===== src/rtl/alu16_pkg.sv =====
`timescale 1ns/1ps
package alu16_pkg;

    typedef enum logic [2:0] {
        OP_ADDSUB = 3'b000,
        OP_INCDEC = 3'b001,
        OP_LOGIC  = 3'b010,
        OP_MUL    = 3'b011,
        OP_PASS   = 3'b100
    } op_e;

    typedef enum logic [1:0] {
        LG_AND   = 2'b00,
        LG_OR    = 2'b01,
        LG_XOR   = 2'b10,
        LG_SHIFT = 2'b11
    } logic_op_e;

    typedef enum logic [2:0] {
        RS_ARITH,
        RS_LOGIC,
        RS_MUL,
        RS_PASS,
        RS_ZERO
    } res_src_e;

    // Decoded control carried from the decoder to the datapath
    typedef struct packed {
        res_src_e src;
        logic     use_one;
        logic     subtract;
        logic     invert;
    } alu_ctl_t;

    function automatic alu_ctl_t decode_op(input logic [2:0] op, input logic alt, input logic inv);
        alu_ctl_t c;
        c.src      = RS_ZERO;
        c.use_one  = 1'b0;
        c.subtract = 1'b0;
        c.invert   = 1'b0;
        case (op)
            OP_ADDSUB: begin c.src = RS_ARITH; c.subtract = alt; end
            OP_INCDEC: begin c.src = RS_ARITH; c.subtract = alt; c.use_one = 1'b1; end
            OP_LOGIC:  begin c.src = RS_LOGIC; c.invert = inv; end
            OP_MUL:    begin c.src = RS_MUL; end
            OP_PASS:   begin c.src = RS_PASS; c.invert = inv; end
            default:   begin c.src = RS_ZERO; end
        endcase
        return c;
    endfunction

endpackage


===== src/rtl/alu16_addsub.sv =====
`timescale 1ns/1ps
module alu16_addsub #(
    parameter int WIDTH = 16
) (
    input  logic [WIDTH-1:0] a_in,
    input  logic [WIDTH-1:0] b_in,
    input  logic             use_one,
    input  logic             subtract,
    output logic [WIDTH-1:0] sum_out
);
    localparam logic [WIDTH-1:0] ONE = WIDTH'(1);

    logic [WIDTH-1:0] second;
    logic [WIDTH-1:0] second_cond;

    // Second-operand mux, then conditional one's complement plus carry-in
    always_comb begin
        second      = use_one ? ONE : b_in;
        second_cond = subtract ? ~second : second;
        sum_out     = a_in + second_cond + WIDTH'(subtract);
    end
endmodule


===== src/rtl/alu16_logic.sv =====
`timescale 1ns/1ps
module alu16_logic
    import alu16_pkg::*;
#(
    parameter int WIDTH   = 16,
    parameter int SHAMT_W = 3
) (
    input  logic [WIDTH-1:0]   a_in,
    input  logic [WIDTH-1:0]   b_in,
    input  logic [1:0]         sel,
    input  logic [SHAMT_W:0]   shift_ctl,
    output logic [WIDTH-1:0]   y_out
);
    localparam int STAGES = SHAMT_W;

    logic             go_right;
    logic [WIDTH-1:0] stage [0:STAGES];
    logic [WIDTH-1:0] and_v, or_v, xor_v;

    assign go_right = shift_ctl[SHAMT_W];
    assign stage[0] = a_in;

    // Logarithmic barrel shifter: stage i moves by 2**i when its bit is set
    for (genvar i = 0; i < STAGES; i++) begin : g_shift
        localparam int DIST = 1 << i;
        always_comb begin
            if (!shift_ctl[i])
                stage[i+1] = stage[i];
            else if (go_right)
                stage[i+1] = stage[i] >> DIST;
            else
                stage[i+1] = stage[i] << DIST;
        end
    end

    always_comb begin
        and_v = a_in & b_in;
        or_v  = a_in | b_in;
        xor_v = a_in ^ b_in;
        case (logic_op_e'(sel))
            LG_AND:  y_out = and_v;
            LG_OR:   y_out = or_v;
            LG_XOR:  y_out = xor_v;
            default: y_out = stage[STAGES];
        endcase
    end
endmodule


===== src/rtl/alu16_mul.sv =====
`timescale 1ns/1ps
module alu16_mul #(
    parameter int WIDTH = 16
) (
    input  logic [WIDTH-1:0] a_in,
    input  logic [WIDTH-1:0] b_in,
    input  logic             hi_lane,
    output logic [WIDTH-1:0] prod_out
);
    localparam int HALF = WIDTH / 2;

    logic [HALF-1:0] a_lane, b_lane;

    // Matching lanes only: both low halves or both high halves
    always_comb begin
        a_lane   = hi_lane ? a_in[WIDTH-1:HALF] : a_in[HALF-1:0];
        b_lane   = hi_lane ? b_in[WIDTH-1:HALF] : b_in[HALF-1:0];
        prod_out = WIDTH'(a_lane) * WIDTH'(b_lane);
    end
endmodule


===== src/rtl/alu16_core.sv =====
`timescale 1ns/1ps
module alu16_core
    import alu16_pkg::*;
#(
    parameter int WIDTH   = 16,
    parameter int SHAMT_W = 3
) (
    input  logic [WIDTH-1:0] opnd_a,
    input  logic [WIDTH-1:0] opnd_b,
    input  logic [2:0]       op_sel,
    input  logic             alt_sel,
    input  logic             inv_sel,
    input  logic [1:0]       logic_sel,
    input  logic [SHAMT_W:0] shift_ctl,
    input  logic             hi_lane,
    output logic [WIDTH-1:0] result
);
    alu_ctl_t         ctl;
    logic [WIDTH-1:0] arith_v, logic_v, mul_v, chosen;

    assign ctl = decode_op(op_sel, alt_sel, inv_sel);

    alu16_addsub #(.WIDTH(WIDTH)) u_addsub (
        .a_in     (opnd_a),
        .b_in     (opnd_b),
        .use_one  (ctl.use_one),
        .subtract (ctl.subtract),
        .sum_out  (arith_v)
    );

    alu16_logic #(.WIDTH(WIDTH), .SHAMT_W(SHAMT_W)) u_logic (
        .a_in      (opnd_a),
        .b_in      (opnd_b),
        .sel       (logic_sel),
        .shift_ctl (shift_ctl),
        .y_out     (logic_v)
    );

    alu16_mul #(.WIDTH(WIDTH)) u_mul (
        .a_in     (opnd_a),
        .b_in     (opnd_b),
        .hi_lane  (hi_lane),
        .prod_out (mul_v)
    );

    // Result select followed by the shared invert mux
    always_comb begin
        case (ctl.src)
            RS_ARITH: chosen = arith_v;
            RS_LOGIC: chosen = logic_v;
            RS_MUL:   chosen = mul_v;
            RS_PASS:  chosen = opnd_a;
            default:  chosen = '0;
        endcase
        result = ctl.invert ? ~chosen : chosen;
    end
endmodule


===== config.mk =====
export PLATFORM = sky130hd
export DESIGN_NAME = alu16_core
export DESIGN_NICKNAME = d
export VERILOG_FILES = /design/src/rtl/alu16_pkg.sv /design/src/rtl/alu16_addsub.sv /design/src/rtl/alu16_logic.sv /design/src/rtl/alu16_mul.sv /design/src/rtl/alu16_core.sv
export SDC_FILE = /design/constraint.sdc
export NUM_CORES = 1
export LEC_CHECK = 0
export ABC_CLOCK_PERIOD_IN_PS = 6400
export BUFFER_PORTS_ARGS = -buffer_cell sky130_fd_sc_hd__buf_2
export CORE_MARGIN = 4
export CORE_UTILIZATION = 40
export DETAILED_ROUTE_END_ITERATION = 16
export GPL_TIMING_DRIVEN = 0
export SYNTH_ARGS = -nofsm -noshare
export SYNTH_HDL_FRONTEND = slang
export SYNTH_SLANG_ARGS = --single-unit

===== constraint.sdc =====
create_clock -name vclk -period 6.4
set_input_delay 0.32 -clock vclk [all_inputs]
set_output_delay 0.32 -clock vclk [all_outputs]
set_load 0.005 [all_outputs]

Word-level counts from Yosys, hierarchy flattened
Index checks and enable logic that the tools add are counted.
- register bits: 0
- bits of input ports: 44
- output and inout bits: 16
- add/sub/neg operators: 2
- multipliers: 1
- eq/ne operators: 9
- mux-type cells: 17
- bitwise operators: 5
- reduce and logical (&&, ||, !) cells: 5
- operators with widths (operator ; number):
    $mux W16 ; 9
    $pmux W16 S4 ; 1
    $pmux W16 S3 ; 1
    $not A16 Y16 ; 2
    $add A16 B1 Y16 ; 1
    $add A16 B16 Y16 ; 1
    $and A16 B16 Y16 ; 1
    $mul A8 B8 Y16 ; 1
    $mux W8 ; 2
    $or A16 B16 Y16 ; 1
    $xor A16 B16 Y16 ; 1
    $eq A3 B2 Y1 const B ; 4
    $pmux W3 S4 ; 1
    $eq A3 B1 Y1 const B ; 2
    $logic_not A3 Y1 ; 2
    $reduce_or A2 Y1 ; 2
    $eq A3 B3 Y1 const B ; 1
    $mux W1 ; 3
    $eq A2 B1 Y1 const B ; 1
    $eq A2 B2 Y1 const B ; 1
    $logic_not A2 Y1 ; 1

Depth between registers and ports, before layout
Gate-level depths: netlist (run 1).
- depth after elaboration: 10
- depth in mapped cells: 20
- depth with buffers taken out: 18

By module
Synthesis (run 1) repeated with hierarchy kept, for this count alone.
- cell total of the unflattened synthesis: 822
- area total of the unflattened synthesis: 6462.4 sq um
- modules (own cells, without submodules) (module ; times used ; cells each ; area each (sq um) ; sequential area each (sq um)):
    alu16_logic ; 1 ; 330 ; 2418.6 ; 0.0
    alu16_mul ; 1 ; 261 ; 2257.2 ; 0.0
    alu16_addsub ; 1 ; 124 ; 944.7 ; 0.0
    alu16_core ; 1 ; 107 ; 842.1 ; 0.0

Worst setup path after synthesis (run 1)
OpenSTA, ideal clock, no wires.
- path kind: input to output
- start point: in hi_lane
- end point: out result[13]
- arrival time: 5.539 ns
- required time: 6.080 ns
- slack: 0.541 ns
- stages on the path: 19
- path through: clkbuf_1 -> clkbuf_1 -> mux2i_1 -> or2_2 -> fa_1 -> fa_1 -> inv_1 -> fa_1 -> inv_1 -> fa_1 -> inv_1 -> ha_1 -> o21ai_0 -> o21bai_1 -> a2111o_1 -> a31oi_1 -> mux2i_1 -> o2111ai_1 -> mux2i_1
- cells in the longest elaborated chain, start to end: 5
- elaborated cells on any way between the ends: 6
- those cells by class: mul (1); mux (4); bitwise (1)
- ends and longest elaborated chain (what ; RTL line ; RTL):
    start, declared ; alu16_core.sv:15 ; input logic hi_lane,
    $mux W8 (on tied branches) ; alu16_mul.sv:16, alu16_mul.sv:17 ;
    $mul A8 B8 Y16 (*) ; alu16_mul.sv:18 ; prod_out = WIDTH'(a_lane) * WIDTH'(b_lane);
    $pmux W16 S4 (*) ; alu16_core.sv:48 ; case (ctl.src)
    $not A16 Y16 ; alu16_core.sv:55 ; result = ctl.invert ? ~chosen : chosen;
    $mux W16 (*) ; alu16_core.sv:55 ;
    end, declared ; alu16_core.sv:16 ; output logic [WIDTH-1:0] result
Mark *: on every way between the ends. The rest lies on a longest branch, timed or not.

Worst setup path in the final report (run 1)
- start point: in opnd_a[6]
- end point: out result[15]
- cells in the longest elaborated chain, start to end: 5
- elaborated cells on any way between the ends: 7
- those cells by class: add/sub (2); mul (1); mux (3); bitwise (1)
- ends and longest elaborated chain (what ; RTL line ; RTL):
    start, declared ; alu16_core.sv:8 ; input logic [WIDTH-1:0] opnd_a,
    $add A16 B16 Y16 or $mux W8 (tied branches) ; alu16_addsub.sv:20, alu16_mul.sv:16 ;
    $add A16 B1 Y16 or $mul A8 B8 Y16 (tied branches) ; alu16_addsub.sv:20, alu16_mul.sv:18 ;
    $pmux W16 S4 (*) ; alu16_core.sv:48 ;
    $not A16 Y16 ; alu16_core.sv:55 ;
    $mux W16 (*) ; alu16_core.sv:55 ;
Marked as above.

==> flow_summary.toml, run 1 <==
[placed_design]
dp.final_hpwl_um = 18000
io_buffer_count = 56
place_worst_setup_slack_ns = -0.572
gp_congestion = 0.952

[die]
floorplan.rows = 44
floorplan.die.height_um = 132
start_util_pct = 41.5
core_region_area_um2 = 14800
floorplan.die_area_um2 = 17300
die_w_um = 132
ioPinCount = 60

[layout]
area.sequential_um2 = 0
n_fill_cell = 1585
flow.area_growth_from_synthesis_pct = 10.3
layout.nets = 1057
flops_and_latches = 0
drive_above_1_share_pct = 14.1
clock_buffer_count = 0
antenna_cells = 0

[min_path]
min-delay-path-class = "in -> out"
hold_path.startpoint = "inv_sel"

[sta]
peak_freq_mhz = 162
timing.final.setup_violations = 0
timing.final.hold_violations = 0
hold_slack_ns = 1.08
grt_setup_unrepaired = "no"
report.final.slew_viol_count = 0
slew_headroom_pct = 37.8
post-route-worst-setup-slack_ns = 0.240
timing_worst_slew_pin_value_ns = 0.931
post_layout_minimum_cycle_time_ns = 6.16
layout_worst_path_cycle_share_pct = 96.3
setup-tns-final_ns = 0

[synth]
synth-simple-area-share_pct = 20.1
synth.distinct_cells = 69
synth_top_family_by_area = "adder cells"
synth_fa_ha_area_share_pct = 28.9
synth_compound_area_share_pct = 23.9
synth_cells = 840
post_synth_mux_area_share_pct = 13.2
ys.warnings.count = 0
post_synth_xor_area_fraction_pct = 4.15
synth.cell_area_um2 = 6120
sequential_fraction_of_the_synthesis_area_pct = 0
postSynthNetCount = 1003
synth_area_per_cell_um2 = 7.29

[route]
vias_per_cell = 6.07
detail-route-antenna-nets = 0
avgRoutedWirePerCell_um = 20.7
detailroute.via_count = 6536
drc_errors = 0
wirelength_um = 22300
first_iter_violations = 591
drt_first_pass_iters = 5

[pwr]
irDropWorstVdd_v = 0.000122
psw_uw = 724
p_sw_share_pct = 59.6
fin_total_pwr_uw = 1210
p_per_area_nw_per_um2 = 180
intPower_uw = 490
share_comb_of_total_power_pct = 100.0
p_seq_share_pct = 0
leakage_uw = 0.00314
clock_power_share_pct = 0

[worst_setup_path]
timing.critical_path.to_type = "output port"
cp_data_required_time_ns = 6.08
crit_path_start = "opnd_a[6]"
arrival_time_of_data_at_the_critical_path_endpoint_ns = 5.84
crit_end = "result[15]"
crit_path_max_fo = 9
startpoint_type = "input pin"
worst-setup-path-type = "in -> out"

[global_route]
grt_start_max_net_pins = 12
grt_antenna_before_repair = 1
globalRouteTotalUtil_pct = 24.9
grt_pass1_vias = 6497
grt_first_pass_wirelength_um = 35600
global_route.overflow_total = 0

[job]
maxCapViolations = 0

[status]
status = "completed"
[through the flow]
| step | util [%] | instances | area, µm² |
|---|---|---|---|
| CTS | 45.6 | 1080 | 6740 |
| global route | 45.8 | 1076 | 6750 |
| global placement | 44.9 | 1080 | 6630 |
| floorplan | - | 840 | 6120 |
| finish | 45.8 | 1076 | 6750 |
| detailed placement | 44.9 | 1080 | 6630 |
[logic make-up after synthesis]
logic type               count (synthesis)
AND/OR/NAND/NOR                        258
buffers and inverters                  146
multiplexers                            72
adder cells (fa/ha/maj)                119
AO/OA/AOI/OAI                          216
XOR/XNOR                                29
[Yosys cell counts, types with 15 or more instances]
master	instances	area share, %
sky130_fd_sc_hd__nor2_1	107	6.6
sky130_fd_sc_hd__inv_1	92	5.6
sky130_fd_sc_hd__ha_1	82	17
sky130_fd_sc_hd__a21oi_1	54	4.4
sky130_fd_sc_hd__mux2i_1	54	8.8
sky130_fd_sc_hd__nand2_1	52	3.2
sky130_fd_sc_hd__o21ai_0	38	3.1
sky130_fd_sc_hd__fa_1	37	12
sky130_fd_sc_hd__clkbuf_1	35	2.1
sky130_fd_sc_hd__xnor2_1	24	3.4
sky130_fd_sc_hd__a211oi_1	21	2.6
sky130_fd_sc_hd__or2_2	16	1.6
sky130_fd_sc_hd__nor3_1	15	1.2
[per-layer routing]
| layer | GRT usage (%) | vias to the layer above | part of all wire, % |
|---|---|---|---|
| li1 | - | 3096 | - |
| met1 | 35.0 | 3110 | 45 |
| met2 | 40.6 | 281 | 45 |
| met3 | 2.64 | 47 | 7.0 |
| met4 | 7.00 | 2 | 2.8 |
| met5 | 0 | - | 0.058 |
[placed cells by master (no fill, tap or decap), types with 9 or more instances in the layout]
cell type	Yosys	layout
sky130_fd_sc_hd__nor2_1	107	107
sky130_fd_sc_hd__inv_1	92	92
sky130_fd_sc_hd__ha_1	82	82
sky130_fd_sc_hd__buf_2	9	65
sky130_fd_sc_hd__a21oi_1	54	54
sky130_fd_sc_hd__nand2_1	52	52
sky130_fd_sc_hd__mux2i_1	54	42
sky130_fd_sc_hd__o21ai_0	38	37
sky130_fd_sc_hd__fa_1	37	37
sky130_fd_sc_hd__clkbuf_1	35	29
sky130_fd_sc_hd__xnor2_1	24	24
sky130_fd_sc_hd__a211oi_1	21	21
sky130_fd_sc_hd__or2_2	16	16
sky130_fd_sc_hd__nor3_1	15	15
sky130_fd_sc_hd__nor2b_1	14	14
sky130_fd_sc_hd__o211ai_1	14	14
sky130_fd_sc_hd__mux2_2	12	12
sky130_fd_sc_hd__nand3_1	10	10
sky130_fd_sc_hd__a31oi_1	10	10
sky130_fd_sc_hd__mux2i_4	0	9
sky130_fd_sc_hd__o221ai_1	9	9
[what timing repair did]
action                     4_1_cts  5_1_grt
resized for setup               19        8
hold buffers                     0        0
setup endpoints to repair        8        7
setup buffers                    0        0
[critical path, cell delays in order]
cell,delay (ns)
sky130_fd_sc_hd__buf_2,0.12
sky130_fd_sc_hd__clkbuf_1,0.27
sky130_fd_sc_hd__mux2i_1,0.74
sky130_fd_sc_hd__nor2_1,0.16
sky130_fd_sc_hd__fa_1,0.53
sky130_fd_sc_hd__fa_1,0.53
sky130_fd_sc_hd__fa_1,0.50
sky130_fd_sc_hd__inv_1,0.06
sky130_fd_sc_hd__fa_1,0.49
sky130_fd_sc_hd__inv_1,0.04
sky130_fd_sc_hd__ha_1,0.21
sky130_fd_sc_hd__or3_1,0.41
sky130_fd_sc_hd__o21bai_1,0.18
sky130_fd_sc_hd__a21oi_1,0.21
sky130_fd_sc_hd__mux2i_1,0.24
sky130_fd_sc_hd__o221ai_1,0.17
sky130_fd_sc_hd__a2111o_1,0.43
sky130_fd_sc_hd__o211ai_2,0.07
sky130_fd_sc_hd__buf_2,0.13
[power by group through the flow]
stage	clock, µW	combinational [µW]	sequential, µW
detailed placement	0	1180	0
global route	0	1360	0
CTS	0	1200	0
floorplan	0	862	0
finish	0	1210	0
global placement	0	1170	0
[how the worst min path moves through the flow]
stage	to	slack, ns	depth (start not counted)
after floorplan	result[12]	0.77	1
after global placement	result[12]	1.05	3
after detailed placement	result[12]	1.05	3
after CTS	result[12]	1.06	3
after global routing	result[12]	1.12	3
final	result[12]	1.08	3
[final cells by class]
class,count,area (µm²),share of cell area [%]
buffer,49,240,3.56
inverter,93,349,5.17
multi-input combinational,694,5650,83.7
tap,184,230,3.41
timing repair buffer,56,280,4.15
Note: power is estimated with default switching activity, not from simulation.
==> run 2: changes to the inputs <==
--- a/config.mk
+++ b/config.mk
@@ -8,7 +8,7 @@
 export ABC_CLOCK_PERIOD_IN_PS = 6400
 export BUFFER_PORTS_ARGS = -buffer_cell sky130_fd_sc_hd__buf_2
 export CORE_MARGIN = 4
-export CORE_UTILIZATION = 40
+export CORE_UTILIZATION = 45
 export DETAILED_ROUTE_END_ITERATION = 16
 export GPL_TIMING_DRIVEN = 0
 export SYNTH_ARGS = -nofsm -noshare
==> flow_summary.toml, run 2 (synthesis results as in run 1) <==
[status]
status = "completed"

[worst_setup_path]
critical_path.top_delay_family = "adder cells"
cp_data_required_time_ns = 6.08
crit_path_top_delay_cell = "sky130_fd_sc_hd__mux2i_1"
timing.critical_path.to_type = "output port"
crit_path_max_fo = 8
critical_path.n_buffers_inverters = 5
startpoint_type = "input pin"
arrival_time_of_data_at_the_critical_path_endpoint_ns = 5.84
critical_path.cell_chain = "buf_2, clkbuf_1, mux2i_1, nor2_1, fa_1, fa_1, fa_1, inv_1, fa_1, inv_1, ha_1, or3_1, o21bai_1, a21oi_1, mux2i_1, o221ai_1, a2111o_1, o211ai_2, buf_2"
worst-setup-path-type = "in -> out"
most_used_cell_cp = "sky130_fd_sc_hd__fa_1"
critical_path.max_stage_delay_ns = 0.80

[pwr]
fin_total_pwr_uw = 1230
share_comb_of_total_power_pct = 100.0
p_sw_share_pct = 60.2
p_per_area_nw_per_um2 = 182
irDropWorstVdd_v = 0.000127
leakage_uw = 0.00314
clock_power_share_pct = 0
psw_uw = 738
intPower_uw = 488
p_seq_share_pct = 0

[route]
first_iter_violations = 553
vias_per_cell = 6.17
detailroute.via_count = 6609
avgRoutedWirePerCell_um = 21.1
drt_first_pass_iters = 6
wirelength_um = 22600
detail-route-antenna-nets = 0
drc_errors = 0

[layout]
final_cell_count_no_fill = 1072
layout.nets = 1061
antenna_cells = 0
drive_above_1_share_pct = 14.2
area.sequential_um2 = 0
most-common-layout-cells = "sky130_fd_sc_hd__nor2_1 (107), sky130_fd_sc_hd__inv_1 (92), sky130_fd_sc_hd__ha_1 (82)"
flow.area_growth_from_synthesis_pct = 10.1
leading_cell_type_in_the_layout_fill_and_taps_excluded = "sky130_fd_sc_hd__nor2_1"
flops_and_latches = 0
fin_util_pct = 50.7
clock_buffer_count = 0
fin_area_um2 = 6740
n_fill_cell = 1402

[die]
core_region_area_um2 = 13300
floorplan.die.height_um = 125
ioPinCount = 60
floorplan.rows = 42
die_w_um = 125
start_util_pct = 46.0
floorplan.die_area_um2 = 15500

[global_route]
globalRouteTotalUtil_pct = 28.0
grt_first_pass_wirelength_um = 35400
global_route.overflow_total = 0
grt_start_max_net_pins = 12
grt_antenna_before_repair = 0
grt_pass1_vias = 6330

[clock_network]
cts-hold-fix-buffers = 0
post-cts-setup-buffers = 0

[sta]
post_layout_minimum_cycle_time_ns = 6.16
slew_headroom_pct = 36.1
timing.final.hold_violations = 0
hold_slack_ns = 1.04
peak_freq_mhz = 162
grt_setup_unrepaired = "no"
report.final.slew_viol_count = 0
timing_worst_slew_pin_value_ns = 0.957
layout_worst_path_cycle_share_pct = 96.3
timing.final.setup_violations = 0

[placed_design]
gp_congestion = 0.963
place_inst = 1072
io_buffer_count = 56
dp.final_hpwl_um = 18200
detailed_place.area_um2 = 6620

[min_path]
min-delay-path-class = "in -> out"

[job]
maxCapViolations = 0
run 2: power by group through the flow:
| stage | sequential [µW] | clock [µW] | combinational [µW] |
|---|---|---|---|
| 2_1_floorplan | 0 | 0 | 862 |
| 3_3_place_gp | 0 | 0 | 1190 |
| 3_5_place_dp | 0 | 0 | 1190 |
| 4_1_cts | 0 | 0 | 1210 |
| 5_1_grt | 0 | 0 | 1360 |
| 6_report | 0 | 0 | 1230 |
run 2: through the flow:
stage | TNS [ns] | setup slack [ns]
detailed placement | -3.48 | -0.582
CTS | -0.00175 | -0.00175
global placement | -3.58 | -0.570
floorplan | 0 | 0.541
global route | 0 | 0.0177
finish | 0 | 0.236
run 2: path summary, 6_finish.rpt:
kind | end | start | depth (start not counted)
hold / removal | result[12] | inv_sel | 3
setup / recovery | result[15] | opnd_a[15] | 19
run 2: layout make-up:
cell class	count	area, µm²	area share (%)
multi-input cells	694	5640	83.6
inverters	93	349	5.18
repair buffers	56	280	4.16
plain buffers	53	253	3.75
well taps	176	220	3.27
run 2: tightest hold or removal path, stage by stage:
cell and delay (ns):
sky130_fd_sc_hd__buf_2 0.14, sky130_fd_sc_hd__o311ai_0 0.13, sky130_fd_sc_hd__buf_2 0.14
run 2: timing repair:
action                     CTS  global route
gates resized for setup     18             8
setup endpoints to repair   10             8
gates cloned                 0             0
run 2: metal layers:
layer | track usage (%) | routed length, µm | vias up
met5 | 0 | 0 | -
met4 | 10.2 | 998 | 0
met3 | 4.72 | 2300 | 61
met2 | 44.2 | 9860 | 363
met1 | 38.4 | 9430 | 3081
li1 | - | - | 3104
